<file path="src/rtl/mcv_pkg.sv">
package mcv_pkg;

  typedef enum logic [1:0] {
    MAT_A = 2'd0,
    MAT_B = 2'd1,
    MAT_C = 2'd2
  } matSel_t;

  typedef struct packed {
    logic    clear;
    logic    issue;
    logic    lastCol;
    logic    finish;
    matSel_t mat;
  } ctlStrobe_t;

endpackage

</file>
<file path="src/rtl/mcv_datapath.sv">
module mcv_datapath
  import mcv_pkg::*;
#(
  parameter int N   = 3,
  parameter int W   = 8,
  parameter int IW  = $clog2(N),
  parameter int CEW = 2 * W + $clog2(N)
) (
  input  logic           clk,
  input  logic           rst,
  input  ctlStrobe_t     strobe,
  input  logic [IW-1:0]  row,
  input  logic [IW-1:0]  col,
  input  logic [CEW-1:0] rdData,
  output logic           done,
  output logic           err
);

  localparam int CL   = $clog2(N);
  localparam int BSW  = W + CL;        // B row sum
  localparam int PW   = W + BSW;       // A entry times B row sum
  localparam int ACCW = PW + CL;       // A-side row result
  localparam int CSW  = CEW + CL;      // C row sum

  // read-return pipeline stage
  logic          vQ, lastColQ, finishQ;
  matSel_t       matQ;
  logic [IW-1:0] rowQ, colQ;

  logic signed [BSW-1:0]  brSum [N];
  logic signed [CSW-1:0]  cSum  [N];
  logic signed [ACCW-1:0] acc, accNext;
  logic signed [W-1:0]    aElem;
  logic signed [PW-1:0]   prod;
  logic                   rowMismatch;

  always_ff @(posedge clk) begin
    if (rst) begin
      vQ       <= 1'b0;
      finishQ  <= 1'b0;
      lastColQ <= 1'b0;
      matQ     <= MAT_A;
      rowQ     <= '0;
      colQ     <= '0;
    end else begin
      vQ       <= strobe.issue;
      finishQ  <= strobe.finish;
      lastColQ <= strobe.lastCol;
      matQ     <= strobe.mat;
      rowQ     <= row;
      colQ     <= col;
    end
  end

  for (genvar r = 0; r < N; r++) begin : g_rowSums
    always_ff @(posedge clk) begin
      if (rst || strobe.clear) begin
        brSum[r] <= '0;
        cSum[r]  <= '0;
      end else if (vQ && (rowQ == IW'(r))) begin
        if (matQ == MAT_B)
          brSum[r] <= brSum[r] + BSW'(signed'(rdData[W-1:0]));
        if (matQ == MAT_C)
          cSum[r] <= cSum[r] + CSW'(signed'(rdData));
      end
    end
  end

  assign aElem       = signed'(rdData[W-1:0]);
  assign prod        = PW'(aElem) * PW'(brSum[colQ]);
  assign accNext     = ((colQ == '0) ? '0 : acc) + ACCW'(prod);
  assign rowMismatch = (accNext != cSum[rowQ]);

  always_ff @(posedge clk) begin
    if (rst) begin
      acc  <= '0;
      err  <= 1'b0;
      done <= 1'b0;
    end else begin
      done <= finishQ;
      if (strobe.clear) begin
        err <= 1'b0;
        acc <= '0;
      end else if (vQ && (matQ == MAT_A)) begin
        acc <= accNext;
        if (lastColQ && rowMismatch)
          err <= 1'b1;
      end
    end
  end

  // done follows the last returned A element by one edge
  p_done_source_r3: assert property (@(posedge clk) disable iff (rst)
    done |-> $past(vQ && (matQ == MAT_A) && lastColQ));

  // every returned element was requested one cycle earlier
  p_return_matches_r2: assert property (@(posedge clk) disable iff (rst)
    vQ |-> $past(strobe.issue));

endmodule

</file>
<file path="config.mk">
export PLATFORM = sky130hd
export DESIGN_NAME = mcv_datapath
export DESIGN_NICKNAME = d
export VERILOG_FILES = /design/src/rtl/mcv_pkg.sv /design/src/rtl/mcv_datapath.sv
export SDC_FILE = /design/constraint.sdc
export NUM_CORES = 1
export LEC_CHECK = 0
export BUFFER_PORTS_ARGS = -buffer_cell sky130_fd_sc_hd__clkbuf_2
export CAP_MARGIN = 10
export CORE_UTILIZATION = 58
export DETAILED_ROUTE_END_ITERATION = 6
export PLACE_DENSITY = 0.8
export REMOVE_ABC_BUFFERS = 1
export SLEW_MARGIN = 25
export SYNTH_ARGS = -nofsm -noshare
export SYNTH_HDL_FRONTEND = slang
export SYNTH_SLANG_ARGS = --single-unit
</file>
<file path="constraint.sdc">
create_clock -name clk -period 11.8 [get_ports clk]
set_input_delay 1.77 -clock clk [delete_from_list [all_inputs] [get_ports clk]]
set_output_delay 1.77 -clock clk [all_outputs]
set_load 0.02 [all_outputs]
</file>
# Word-level counts from Yosys, hierarchy flattened
# Memory sizes are Yosys's and may differ from the RTL's. A register that Yosys moved wholly into a read port is not among the register bits.
# Index checks and enable logic that the tools add are counted.
# Widths: inputs -> output; s select.
dict set report totals {
  register_bits 31
  mem_bits_rw 90
  inputBits 30
  out_inout_bits 2
  word_cells 72
  mem_count 2
}
dict set report classes {
  addsub 7
  multipliers 1
  n_eq_ne 5
  mux 31
  bitwise 6
  n_reduce_logical 11
}
# memory words word_bits read_ports rd_ports_with_merged_regs wr line
set mem_list {}
lappend mem_list {cSum 3 20 4 1 3 mcv_datapath.sv:31} ;# logic signed [CSW-1:0] cSum [N];
lappend mem_list {brSum 3 10 4 1 3 mcv_datapath.sv:30} ;# logic signed [BSW-1:0] brSum [N];
# op count
set op_table {}
lappend op_table {{$mux 20} 4}
lappend op_table {{$add 20x18->20} 3}
lappend op_table {{$add 10x8->10} 3}
lappend op_table {{$mux 10} 3}
lappend op_table {{$mux 1} 22}
lappend op_table {{$add 20x20->20} 1}
lappend op_table {{$ne 20x20->1} 1}
lappend op_table {{$mul 8x10->18} 1}
lappend op_table {{$logic_not 2->1} 3}
lappend op_table {{$or 1x1->1} 6}
lappend op_table {{$logic_and 1x1->1} 5}
lappend op_table {{$eq 2x1->1 const B} 2}
lappend op_table {{$eq 2x2->1 const B} 2}
lappend op_table {{$mux 2} 2}
lappend op_table {{$reduce_and 2->1} 1}
lappend op_table {{$reduce_or 2->1} 1}
lappend op_table {{$logic_or 1x1->1} 1}

# Logic depth before layout (Yosys ltp)
# Gate-level depths: netlist of run 1.
dict set report logic_depth {
  word_depth 6
  ltp_mapped 35
  depth_no_buf 32
}

# Worst setup path after synthesis of run 1
# Ideal clock, no wire load.
dict set report synth_timing {
  kind {in2reg}
  startpoint {input port rdData[1]}
  endpoint {register err}
  setup_ns 0.134
  arrival_time_ns 8.218
  t_required_ns 11.666
  slack_ns 3.447
  stages 30
  path_buffers 1
  path_cell_list {clkinv_1 nor2_1 ha_1 fa_1 ha_1 inv_1 fa_1 inv_1 ha_1 fa_1 a21o_1 a21oi_1 o21bai_1 a21oi_1 nor2b_1 o21a_1 o31a_1 o41ai_1 xnor2_1 ha_1 clkbuf_1 o21ai_0 a221oi_1 nand2b_1 nand4_1 nor4_1 nand4_1 or4_1 nor4_1 a211oi_1}
}
dict set report synth_via {
  elab_chain_len 5
}
# element line
set synth_rtl {}
lappend synth_rtl {{start: declaration} mcv_datapath.sv:14} ;# input logic [CEW-1:0] rdData,
lappend synth_rtl {{$mul 8x10->18} mcv_datapath.sv:70} ;# assign prod = PW'(aElem) * PW'(brSum[colQ]);
lappend synth_rtl {{$add 20x20->20} mcv_datapath.sv:71} ;# assign accNext = ((colQ == '0) ? '0 : acc) + ACCW'(prod);
lappend synth_rtl {{$ne 20x20->1} mcv_datapath.sv:72} ;# assign rowMismatch = (accNext != cSum[rowQ]);
lappend synth_rtl {{$logic_and 1x1->1} mcv_datapath.sv:86} ;# if (lastColQ && rowMismatch)
lappend synth_rtl {{$reduce_and 2->1 (no source line)} --}
lappend synth_rtl {{end signal: assignment} mcv_datapath.sv:77} ;# err <= 1'b0;
lappend synth_rtl {{end signal: assignment} mcv_datapath.sv:82} ;# err <= 1'b0;
lappend synth_rtl {{end signal: assignment} mcv_datapath.sv:87} ;# err <= 1'b1;
lappend synth_rtl {{end: declaration} mcv_datapath.sv:16} ;# output logic err
# Every way passes these cells.
# A chain may end at the register's enable or synchronous reset.

# Final worst setup path of run 1
# Ends and elaborated chain as after synthesis.

==> qor.tcl, run 1 <==
set qor(critPathRequiredTime_ns) 12.11
set qor(startpoint_type) {input pin}
set qor(grt_start_max_net_pins) 53
set qor(synth_top_family_by_area) {adder cells}
set qor(port_buffers) 31
set qor(worst-path-max-fanout) 13
set qor(setup_viol) 0
set qor(ir_drop_v) 0.000100
set qor(static_leak_nw) 6.34
set qor(drv_slew) 0
set qor(layout_worst_path_cycle_share) 0.761
set qor(grt_setup_unrepaired) {false}
set qor(via_per_inst) 6.08
set qor(leading_cell_type_in_the_layout_fill_and_taps_excluded) {sky130_fd_sc_hd__nor2_1}
set qor(yosys_most_used_dff) {sky130_fd_sc_hd__edfxtp_1}
set qor(worstReg2RegStart) {colQ[0]}
set qor(synth.avg_cell_area_um2) 8.97
set qor(worst_hold_path.num_cells) 2
set qor(layout.cell_area.non_filler_um2) 14200
set qor(seq_area_frac_synth) 0.254
set qor(reg2reg_setup_slack_ns) 3.16
set qor(finalHoldViolCount) 0
set qor(timing.critical_path.depth) 30
set qor(finClkSkew_ns) 0.0109
set qor(instances_no_fill) 1779
set qor(placedInstanceArea_um2) 13600
set qor(clk_pin_slew_worst_paths_ns) 0.06
set qor(cpMostUsedCell) {sky130_fd_sc_hd__ha_1}
set qor(post_synth_and_or_nand_nor_area_fraction) 0.204
set qor(max_freq_mhz) 111
set qor(finalCriticalPeriod_ns) 8.98
set qor(post_synth_inst_count) 1461
set qor(detail_route.first_pass.iterations) 7
set qor(timing.setup.critical_path_class) {input pin to flop}
set qor(timing.critical_path.slowest_cell_delay_ns) 0.62
set qor(drt_wl_total_um) 31600
set qor(area_of_the_multi_input_gates_um2) 9210
set qor(ys_types) 80
set qor(placed_cells_incl_taps) 1746
set qor(antennaDiodeCount) 0
set qor(worst_tran_pin_value_ns) 1.05
set qor(setup_tns_ns) 0
set qor(muxShareOfSynthArea) 0.0261
set qor(post-layout-total-power_w) 0.00228
set qor(synth.ff_latch_count) 121
set qor(reg2reg_depth) 30
set qor(timing.critical_path.max_delay_family) {adder cells}
set qor(leading_cell_types_in_the_layout_fill_and_taps_excluded) {154 x sky130_fd_sc_hd__nor2_1, 136 x sky130_fd_sc_hd__ha_1, 126 x sky130_fd_sc_hd__inv_1}
set qor(critical_path.reg2reg.endpoint) {err}
set qor(insertion_delay_ns) 0.44
set qor(hold-path-endpoint) {acc[7]}
set qor(fill_cells) 1710
set qor(routed-via-count) 10800
set qor(post-cts-setup-buffers) 0
set qor(grt_pass1_wl_um) 51300
set qor(floorplan.initialDensity) 0.597
set qor(drc_errors) 3
set qor(final_net_count) 1726
set qor(cts_root_buffer) {sky130_fd_sc_hd__clkbuf_16}
set qor(hold_path_class) {flop to flop}
set qor(wire_per_inst_um) 17.8
set qor(dieHeight_um) 152
set qor(seqCellArea_um2) 3320
set qor(drive_gt1_frac) 0.0694
set qor(fp.dieArea_um2) 23200
set qor(post_synthesis_compound_gate_area_fraction) 0.143
set qor(violations) {DRC}
set qor(crit_buf_inv) 4
set qor(detail-route-antenna-nets) 0
set qor(clock-sinks) 121
set qor(global_route.overflow_total) 0
set qor(power.density_nw_per_um2) 160
set qor(htree_num_levels) 4
set qor(synth_enable_flop_cells) 90
set qor(critical_path_arrival_ns) 9.29
set qor(synth_xor_xnor_area_share) 0.0833
set qor(growth_of_design_area_from_synthesis_to_finish_pct) 8.57
set qor(die_w_um) 152
set qor(netlist_area_um2) 13100
set qor(vias_in_the_first_global_route) 10400
set qor(max-slew-margin-rel) 0.296
set qor(run_status) {finished, violations left}
set qor(fp-row-count) 54
set qor(timing.max_cap.violations) 0
set qor(buffer_levels_on_the_longest_clock_path) 2
set qor(hold_start) {acc[7]}
set qor(slowest_cell_on_the_critical_path) {sky130_fd_sc_hd__clkinv_1}
set qor(design.core.area_um2) 22000
set qor(drt_iter0_drc) 863
set qor(grt.total_usage) 0.277
set qor(sum_of_net_half_perimeters_after_detailed_placement_um) 23900
set qor(antenna_found_initial) 0
set qor(ioPinCount) 32
set qor(yosysWarningCount) 0
set qor(final_weighted_congestion_in_routability_driven_placement) 0.911
set qor(postCtsResizedCells) 0
set qor(cts_hold_buffers) 0
set qor(tritoncts) {built}
set qor(post_synth_fa_ha_maj_area_fraction) 0.243
set qor(numCtsBuffers) 17
set qor(async_flop_share) 0
set qor(critical_path.endpoint_type) {flop}
==> report_power, final <==
group	internal, W	total, W	leakage [nW]	switching, W
registers	0.000476	0.000491	1.26	0.0000151
logic	0.000520	0.00122	4.78	0.000699
clock network	0.000358	0.000571	0.305	0.000213
total	0.00135	0.00228	6.34	0.000928
==> cell type report <==
cell class / count / area share
clock buffers: 17 / 0.0299
clock inverters: 15 / 0.0150
inverters: 127 / 0.0335
multi-input cells: 1178 / 0.647
flip-flops and latches: 121 / 0.234
well taps: 280 / 0.0246
repair buffers: 41 / 0.0164
==> cell usage after synthesis (5+ instances only) <==
master / instances / area share
sky130_fd_sc_hd__o21a_1: 15 / 0.0086
sky130_fd_sc_hd__o211ai_1: 5 / 0.0029
sky130_fd_sc_hd__and2_1: 21 / 0.010
sky130_fd_sc_hd__nand2_1: 95 / 0.027
sky130_fd_sc_hd__a21boi_0: 6 / 0.0034
sky130_fd_sc_hd__a31oi_1: 5 / 0.0024
sky130_fd_sc_hd__nor3_1: 52 / 0.020
sky130_fd_sc_hd__or3_1: 8 / 0.0038
sky130_fd_sc_hd__a21o_1: 23 / 0.013
sky130_fd_sc_hd__nor3b_1: 6 / 0.0034
sky130_fd_sc_hd__buf_1: 5 / 0.0014
sky130_fd_sc_hd__and3_1: 19 / 0.0091
sky130_fd_sc_hd__edfxtp_1: 90 / 0.21
sky130_fd_sc_hd__o21ai_0: 58 / 0.022
sky130_fd_sc_hd__mux2i_1: 30 / 0.023
sky130_fd_sc_hd__fa_1: 74 / 0.11
sky130_fd_sc_hd__xnor2_1: 64 / 0.043
sky130_fd_sc_hd__nor2_1: 154 / 0.044
sky130_fd_sc_hd__xor2_1: 45 / 0.030
sky130_fd_sc_hd__o21bai_1: 9 / 0.0052
sky130_fd_sc_hd__nand3_1: 23 / 0.0088
sky130_fd_sc_hd__o31ai_1: 7 / 0.0040
sky130_fd_sc_hd__o21ai_1: 5 / 0.0019
sky130_fd_sc_hd__clkbuf_1: 26 / 0.0074
sky130_fd_sc_hd__dfxtp_1: 31 / 0.047
sky130_fd_sc_hd__nor2b_1: 80 / 0.038
sky130_fd_sc_hd__inv_1: 126 / 0.036
sky130_fd_sc_hd__a211oi_1: 21 / 0.012
sky130_fd_sc_hd__or3b_2: 5 / 0.0033
sky130_fd_sc_hd__or2_2: 6 / 0.0029
sky130_fd_sc_hd__or4_1: 5 / 0.0029
sky130_fd_sc_hd__ha_1: 136 / 0.13
sky130_fd_sc_hd__nor4_1: 5 / 0.0024
sky130_fd_sc_hd__a21oi_1: 87 / 0.033
sky130_fd_sc_hd__nand2b_1: 35 / 0.017
==> worst min-delay path, cell delays in order, from the launching register on <==
cell	delay [ns]
sky130_fd_sc_hd__dfxtp_1	0.30
sky130_fd_sc_hd__nand2_1	0.05
sky130_fd_sc_hd__a21oi_1	0.05
==> how the worst max path moves through the flow <==
| stage | start | end | slack [ns] |
|---|---|---|---|
| floorplan | rdData[1] | err | 3.49 |
| CTS | rdData[1] | err | 2.86 |
| finish | rdData[1] | err | 2.82 |
| detailed placement | rdData[1] | err | 2.40 |
| global placement | rdData[1] | err | 2.66 |
| global route | rdData[1] | err | 2.10 |
==> state kept, by name, indices dropped and copies added, names as in the netlist <==
signal and cells:
cSum 60, brSum 30, acc 20, colQ 2, matQ 2, rowQ 2
done 1, err 1, finishQ 1, lastColQ 1, vQ 1
==> logic make-up after synthesis <==
| kind of cell | Yosys count |
|---|---|
| DFF | 121 |
| xor gates and xnor gates | 115 |
| muxes | 33 |
| buffers and inverters | 162 |
| and+or+nand+nor | 532 |
| adders and majority gates | 210 |
| AOI/OAI and AO/OA | 288 |
==> stage by stage <==
stage	utilization	worst slack, ns	hold WS (ns)
2_1_floorplan	-	3.49	0.414
3_3_place_gp	0.618	2.66	0.432
3_5_place_dp	0.618	2.40	0.442
4_1_cts	0.648	2.86	0.450
5_1_grt	0.648	2.10	0.466
6_report	0.648	2.82	0.452
==> layer usage <==
metal  track usage  up-vias  wire [um]
met5             0        -          0
met4        0.0923        0        694
met3        0.0364       54       2000
met2         0.456      389      14800
met1         0.376     5208      14100
li1              -     5158          -
No activity file was read; power rests on OpenSTA's default activity.
==> run 2, diff against run 1 <==
--- a/config.mk
+++ b/config.mk
@@ -9,7 +9,7 @@
 export CAP_MARGIN = 10
 export CORE_UTILIZATION = 58
 export DETAILED_ROUTE_END_ITERATION = 6
-export PLACE_DENSITY = 0.8
+export PLACE_DENSITY = 0.83
 export REMOVE_ABC_BUFFERS = 1
 export SLEW_MARGIN = 25
 export SYNTH_ARGS = -nofsm -noshare
==> constraint.sdc (replaced) <==
create_clock -name clk -period 7.9 [get_ports clk]
set_input_delay 1.185 -clock clk [delete_from_list [all_inputs] [get_ports clk]]
set_output_delay 1.185 -clock clk [all_outputs]
set_load 0.02 [all_outputs]
==> run 2 against run 1 <==
  * The flow still finishes with violations (DRC)
  * Clock skew fell by 0.0017 ns
  * Total power rose by 49%
  * Count of clock-buffer cells in the layout rose by 1
  * Via count grew 0.68%
  * Final cell count increased by 2.0%
  * Critical path depth increased by 3
  * Critical path type is now flop to flop
  * Highest routed layer unchanged
==> qor.tcl, run 2 (synthesis gave the netlist of run 1 again) <==
set qor(timing.critical_path.depth) 33
set qor(numCtsBuffers) 17
set qor(finalHoldViolCount) 0
set qor(violations) {DRC}
set qor(ir_drop_v) 0.000188
set qor(worst_tran_pin_value_ns) 0.929
set qor(growth_of_design_area_from_synthesis_to_finish_pct) 10.5
set qor(reg2reg_setup_slack_ns) 0.42
set qor(detail_route.first_pass.iterations) 7
set qor(finClkSkew_ns) 0.00925
set qor(timing.critical_path.max_delay_family) {adder cells}
set qor(sum_of_net_half_perimeters_after_detailed_placement_um) 24500
set qor(setup_tns_ns) 0
set qor(run_status) {finished, violations left}
set qor(critical_path_arrival_ns) 7.78
set qor(grt_pass1_wl_um) 52300
set qor(detailroute.wirelength.met2_um) 16100
set qor(routed-via-count) 10900
set qor(wire_per_inst_um) 17.6
set qor(buffer_levels_on_the_longest_clock_path) 2
set qor(crit_buf_inv) 6
set qor(cpMostUsedCell) {sky130_fd_sc_hd__fa_1}
set qor(hold-path-endpoint) {done}
set qor(met3RoutedLength_um) 1800
set qor(antenna_found_initial) 0
set qor(worst-path-max-fanout) 11
set qor(hold_path_class) {flop to flop}
set qor(largest-register) {cSum}
set qor(grt_start_max_net_pins) 53
set qor(drt_iter0_drc) 687
set qor(slowest_cell_on_the_critical_path) {sky130_fd_sc_hd__fa_1}
set qor(hold_start) {finishQ}
set qor(cts_root_buffer) {sky130_fd_sc_hd__clkbuf_16}
set qor(clock-sinks) 121
set qor(dieHeight_um) 152
set qor(timing.setup.critical_path_class) {flop to flop}
set qor(ioPinCount) 32
set qor(drc_errors) 4
set qor(clk_pin_slew_worst_paths_ns) 0.06
set qor(drv_slew) 0
set qor(setup_viol) 0
set qor(design.core.area_um2) 22000
set qor(reg2reg_depth) 33
set qor(die_w_um) 152
set qor(fp.dieArea_um2) 23200
set qor(tritoncts) {built}
set qor(route.top_layer_used) {met4}
set qor(antennaDiodeCount) 0
set qor(floorplan.initialDensity) 0.597
set qor(power.density_nw_per_um2) 234
set qor(global_route.overflow_total) 0
set qor(finalCriticalPeriod_ns) 7.48
set qor(static_leak_nw) 6.47
set qor(grt.total_usage) 0.279
set qor(layout.cell_area.non_filler_um2) 14500
set qor(drt_wl_total_um) 31900
set qor(placedInstanceArea_um2) 13800
set qor(critical_path.endpoint_type) {flop}
set qor(drive_gt1_frac) 0.0978
set qor(worstReg2RegStart) {colQ[0]}
set qor(max_freq_mhz) 134
set qor(max-slew-margin-rel) 0.378
set qor(layout_worst_path_cycle_share) 0.946
set qor(biggestRegsByFlops) {cSum x60, brSum x30, acc x20}
set qor(timing.max_cap.violations) 0
set qor(final_weighted_congestion_in_routability_driven_placement) 0.915
set qor(leading_cell_types_in_the_layout_fill_and_taps_excluded) {154 x sky130_fd_sc_hd__nor2_1, 135 x sky130_fd_sc_hd__ha_1, 126 x sky130_fd_sc_hd__inv_1}
set qor(fp-row-count) 54
set qor(startpoint_type) {flop}
set qor(critical_path.reg2reg.endpoint) {err}
set qor(htree_num_levels) 4
set qor(routedLengthMet1_um) 13300
set qor(largest_register_ffs) 60
set qor(critPathRequiredTime_ns) 8.21
set qor(via_per_inst) 6.00
set qor(final_net_count) 1761
set qor(timing.critical_path.slowest_cell_delay_ns) 0.50
set qor(detail-route-antenna-nets) 0
set qor(leading_cell_type_in_the_layout_fill_and_taps_excluded) {sky130_fd_sc_hd__nor2_1}
set qor(port_buffers) 31
set qor(insertion_delay_ns) 0.44
set qor(vias_in_the_first_global_route) 10900
set qor(worst_hold_path.num_cells) 1
run 2: changes by cell type in the layout (fill, tap and decap cells not counted), moves of 3 or more:
cell | previous run | this run
sky130_fd_sc_hd__bufinv_16 | 4 | 1
sky130_fd_sc_hd__clkinv_4 | 4 | 0
sky130_fd_sc_hd__clkinvlp_4 | 2 | 7
sky130_fd_sc_hd__clkinv_2 | 0 | 3
sky130_fd_sc_hd__a21oi_1 | 87 | 83
sky130_fd_sc_hd__buf_4 | 9 | 42
sky130_fd_sc_hd__a21oi_2 | 1 | 5
run 2: worst max path at each step:
stage | from | slack (ns) | endpoint
global route | colQ[0] | -0.06 | err
global placement | rdData[3] | 0.19 | err
detailed placement | rdData[3] | -0.03 | err
finish | colQ[0] | 0.42 | err
CTS | colQ[0] | 0.16 | err
floorplan | rdData[1] | 0.17 | err
run 2: report_power, final:
group          internal [W]  switching, W
clock network      0.000432      0.000322
logic              0.000849       0.00106
registers          0.000711     0.0000187
run 2: repair_timing:
| item | CTS | global route |
|---|---|---|
| endpoints found under the hold margin | 0 | 0 |
| resized for setup | 0 | 15 |
| endpoints found under the setup margin | 0 | 2 |
| hold buffers | 0 | 0 |
| buffers inserted | 0 | 6 |
run 2: layout make-up:
cell class | instances | area, um^2
fill | 1694 | 7470
timing repair buffer | 76 | 517
tap | 280 | 350
inverter | 127 | 477
clock inverter | 14 | 124
clock buffer | 18 | 429
multi-input combinational | 1178 | 9270
sequential | 121 | 3320
run 2: stage by stage:
stage	utilization	std cells	hold slack [ns]	total power [W]	setup slack, ns
final	0.660	1814	0.440	0.00339	0.424
after global routing	0.660	1814	0.460	0.00361	-0.0561
after global placement	0.628	1774	0.423	0.00250	0.188
after detailed placement	0.629	1775	0.437	0.00256	-0.0270
after CTS	0.654	1807	0.445	0.00333	0.163
after floorplan	-	1426	0.414	0.00213	0.172
run 2: worst register-to-register path: cells and delay by family, from the launching register on:
kind / cells / cell delay [ns]
AOI/OAI and AO/OA: 10 / 1.97
xor gates and xnor gates: 1 / 0.16
adders and majority gates: 6 / 2.63
buffers and inverters: 6 / 0.62
DFF: 1 / 0.35
muxes: 1 / 0.16
and+or+nand+nor: 9 / 1.45
run 2: routing by layer:
metal | global-route usage | up-vias
met5 | 0 | -
met4 | 0.0938 | 0
met3 | 0.0435 | 60
met2 | 0.500 | 375
met1 | 0.342 | 5217
li1 | - | 5230
==> run 3, diff against run 2 <==
--- a/config.mk
+++ b/config.mk
@@ -5,11 +5,11 @@
 export SDC_FILE = /design/constraint.sdc
 export NUM_CORES = 1
 export LEC_CHECK = 0
-export BUFFER_PORTS_ARGS = -buffer_cell sky130_fd_sc_hd__clkbuf_2
 export CAP_MARGIN = 10
 export CORE_UTILIZATION = 58
 export DETAILED_ROUTE_END_ITERATION = 6
-export PLACE_DENSITY = 0.83
+export DONT_BUFFER_PORTS = 1
+export PLACE_DENSITY = 0.81
 export REMOVE_ABC_BUFFERS = 1
 export SLEW_MARGIN = 25
 export SYNTH_ARGS = -nofsm -noshare
==> run 3 against run 2 <==
  * The run still ends with DRC left
  * Sequential power rose by 0.7%
  * Total power fell by 2.5%
  * Flip-flop and latch count did not move
  * Global-route usage rose by 0.15 points
  * Clock skew rose by 0.014 ns
  * Utilization fell by 1.5 points
  * Critical path depth fell by 1
  * Critical path type unchanged
  * Largest power group unchanged
  * Count of clock-buffer cells in the layout rose by 2
  * Combinational power fell by 6%
  * Die area did not move
  * Sequential share of layout area rose by 0.58 points
  * Clock power rose by 3.6%
==> qor.tcl, run 3 (synthesis gave the netlist of run 1 again) <==
set qor(run_status) {finished, violations left}
set qor(violations) {DRC}
set qor(final_weighted_congestion_in_routability_driven_placement) 0.953
set qor(timing.critical_path.max_delay_family) {adder cells}
set qor(power.density_nw_per_um2) 234
set qor(cts_root_buffer) {sky130_fd_sc_hd__clkbuf_16}
set qor(fp-row-count) 54
set qor(drt_wl_total_um) 31300
set qor(routed-via-count) 10600
set qor(crit_buf_inv) 5
set qor(leading_cell_type_in_the_layout_fill_and_taps_excluded) {sky130_fd_sc_hd__nor2_1}
set qor(setup_tns_ns) 0
set qor(setup_viol) 0
set qor(worst_tran_pin_value_ns) 1.03
set qor(timing.critical_path.slowest_cell_delay_ns) 0.49
set qor(drt_iter0_drc) 728
set qor(critical_path.reg2reg.endpoint) {err}
set qor(drv_slew) 0
set qor(fill_cells) 1761
set qor(pwr-share-comb) 0.542
set qor(timing.max_cap.violations) 0
set qor(detail-route-antenna-nets) 0
set qor(detailedPlace.worstSlack_ns) 0.129
set qor(power_frac_clock) 0.236
set qor(crit_path_start) {colQ[0]}
set qor(antennaDiodeCount) 0
set qor(max_freq_mhz) 134
set qor(startpoint_type) {flop}
set qor(reg2reg_depth) 32
set qor(global_route.overflow_total) 0
set qor(insertion_delay_ns) 0.44
set qor(via_per_inst) 6.02
set qor(layout_worst_path_cycle_share) 0.948
set qor(grt_start_max_net_pins) 53
set qor(grt_setup_unrepaired) {false}
set qor(static_leak_nw) 6.26
set qor(seq_power_share) 0.222
set qor(finalCriticalPeriod_ns) 7.49
set qor(sum_of_net_half_perimeters_after_detailed_placement_um) 23900
set qor(drc_errors) 3
set qor(seqCellArea_um2) 3330
set qor(detail_route.first_pass.iterations) 7
set qor(worstReg2RegStart) {colQ[0]}
set qor(growth_of_design_area_from_synthesis_to_finish_pct) 8.04
set qor(switching_share) 0.405
set qor(fp.dieArea_um2) 23200
set qor(buffer_levels_on_the_longest_clock_path) 2
set qor(post-layout-total-power_w) 0.00331
set qor(p_switching_w) 0.00134
set qor(final.hold.worst_slack_ns) 0.437
set qor(finalHoldViolCount) 0
set qor(ioPinCount) 32
set qor(clock-sinks) 121
set qor(tritoncts) {built}
set qor(port_buffers) 0
set qor(cpMostUsedCell) {sky130_fd_sc_hd__fa_1}
set qor(ir_drop_v) 0.000173
set qor(biggestRegsByFlops) {cSum x60, brSum x30, acc x20}
set qor(finClkSkew_ns) 0.0234
set qor(setup_slack_ns) 0.410
set qor(grt_pass1_wl_um) 52700
set qor(critical_path.endpoint_type) {flop}
set qor(die_w_um) 152
set qor(antenna_found_initial) 0
set qor(design.core.area_um2) 22000
set qor(post-cts-setup-buffers) 0
set qor(drive_gt1_frac) 0.0621
set qor(largest_register_ffs) 60
set qor(leading_cell_types_in_the_layout_fill_and_taps_excluded) {154 x sky130_fd_sc_hd__nor2_1, 135 x sky130_fd_sc_hd__ha_1, 126 x sky130_fd_sc_hd__inv_1}
set qor(htree_num_levels) 4
set qor(wire_per_inst_um) 17.7
set qor(timing.critical_path.depth) 32
set qor(critPathRequiredTime_ns) 8.20
set qor(clk_pin_slew_worst_paths_ns) 0.07
set qor(largest-register) {cSum}
set qor(timing.setup.critical_path_class) {flop to flop}
set qor(numCtsBuffers) 17
set qor(worstSetupEndpoint) {err}
set qor(max-slew-margin-rel) 0.316
set qor(grt.total_usage) 0.281
set qor(area_of_the_multi_input_gates_um2) 9240
set qor(final_net_count) 1708
set qor(internal_power_w) 0.00197
set qor(dieHeight_um) 152
set qor(vias_in_the_first_global_route) 10700
set qor(critical_path_arrival_ns) 7.79
set qor(reg2reg_setup_slack_ns) 0.41
set qor(hold_path_class) {flop to flop}
set qor(worst-path-max-fanout) 8
set qor(slowest_cell_on_the_critical_path) {sky130_fd_sc_hd__fa_1}
set qor(floorplan.initialDensity) 0.597
[run 3: worst min path at each step]
stage	end	cells after the start	startpoint	slack [ns]
2_1_floorplan	done	1	finishQ	0.41
3_3_place_gp	done	1	finishQ	0.42
3_5_place_dp	done	1	finishQ	0.43
4_1_cts	done	1	finishQ	0.44
5_1_grt	done	1	finishQ	0.45
6_report	done	1	finishQ	0.44
[run 3: power by group through the flow]
stage          Combinational [W]  Sequential [W]  Clock, W
3_3_place_gp             0.00170        0.000745         0
4_1_cts                  0.00176        0.000733  0.000784
2_1_floorplan            0.00139        0.000743         0
3_5_place_dp             0.00174        0.000746         0
6_report                 0.00179        0.000734  0.000781
5_1_grt                  0.00200        0.000737  0.000809
[run 3: layer usage]
metal / vias up / wire length, um / global-route usage / share of wire
met5: - / 0 / 0 / 0
met4: 0 / 754 / 0.107 / 0.024
met3: 59 / 1710 / 0.0370 / 0.055
met2: 335 / 15000 / 0.470 / 0.48
met1: 5085 / 13800 / 0.370 / 0.44
li1: 5116 / - / - / -
[run 3: final cells by class]
| class | count | area share |
|---|---|---|
| multi-input combinational | 1178 | 0.653 |
| sequential | 121 | 0.235 |
| inverter | 127 | 0.0337 |
| clock buffer | 20 | 0.0308 |
| tap | 280 | 0.0247 |
| timing repair buffer | 23 | 0.0127 |
| clock inverter | 12 | 0.00998 |
[run 3: timing repair]
item,CTS,global route
hold buffers,0,0
gates resized for setup,0,11
endpoints found under the setup margin,0,2
[run 3: stage by stage]
stage | std cells | cell area (um^2) | utilization
finish | 1761 | 14200 | 0.645
global route | 1761 | 14200 | 0.645
CTS | 1761 | 14100 | 0.643
detailed placement | 1729 | 13500 | 0.617
global placement | 1728 | 13500 | 0.615
floorplan | 1426 | 13000 | -
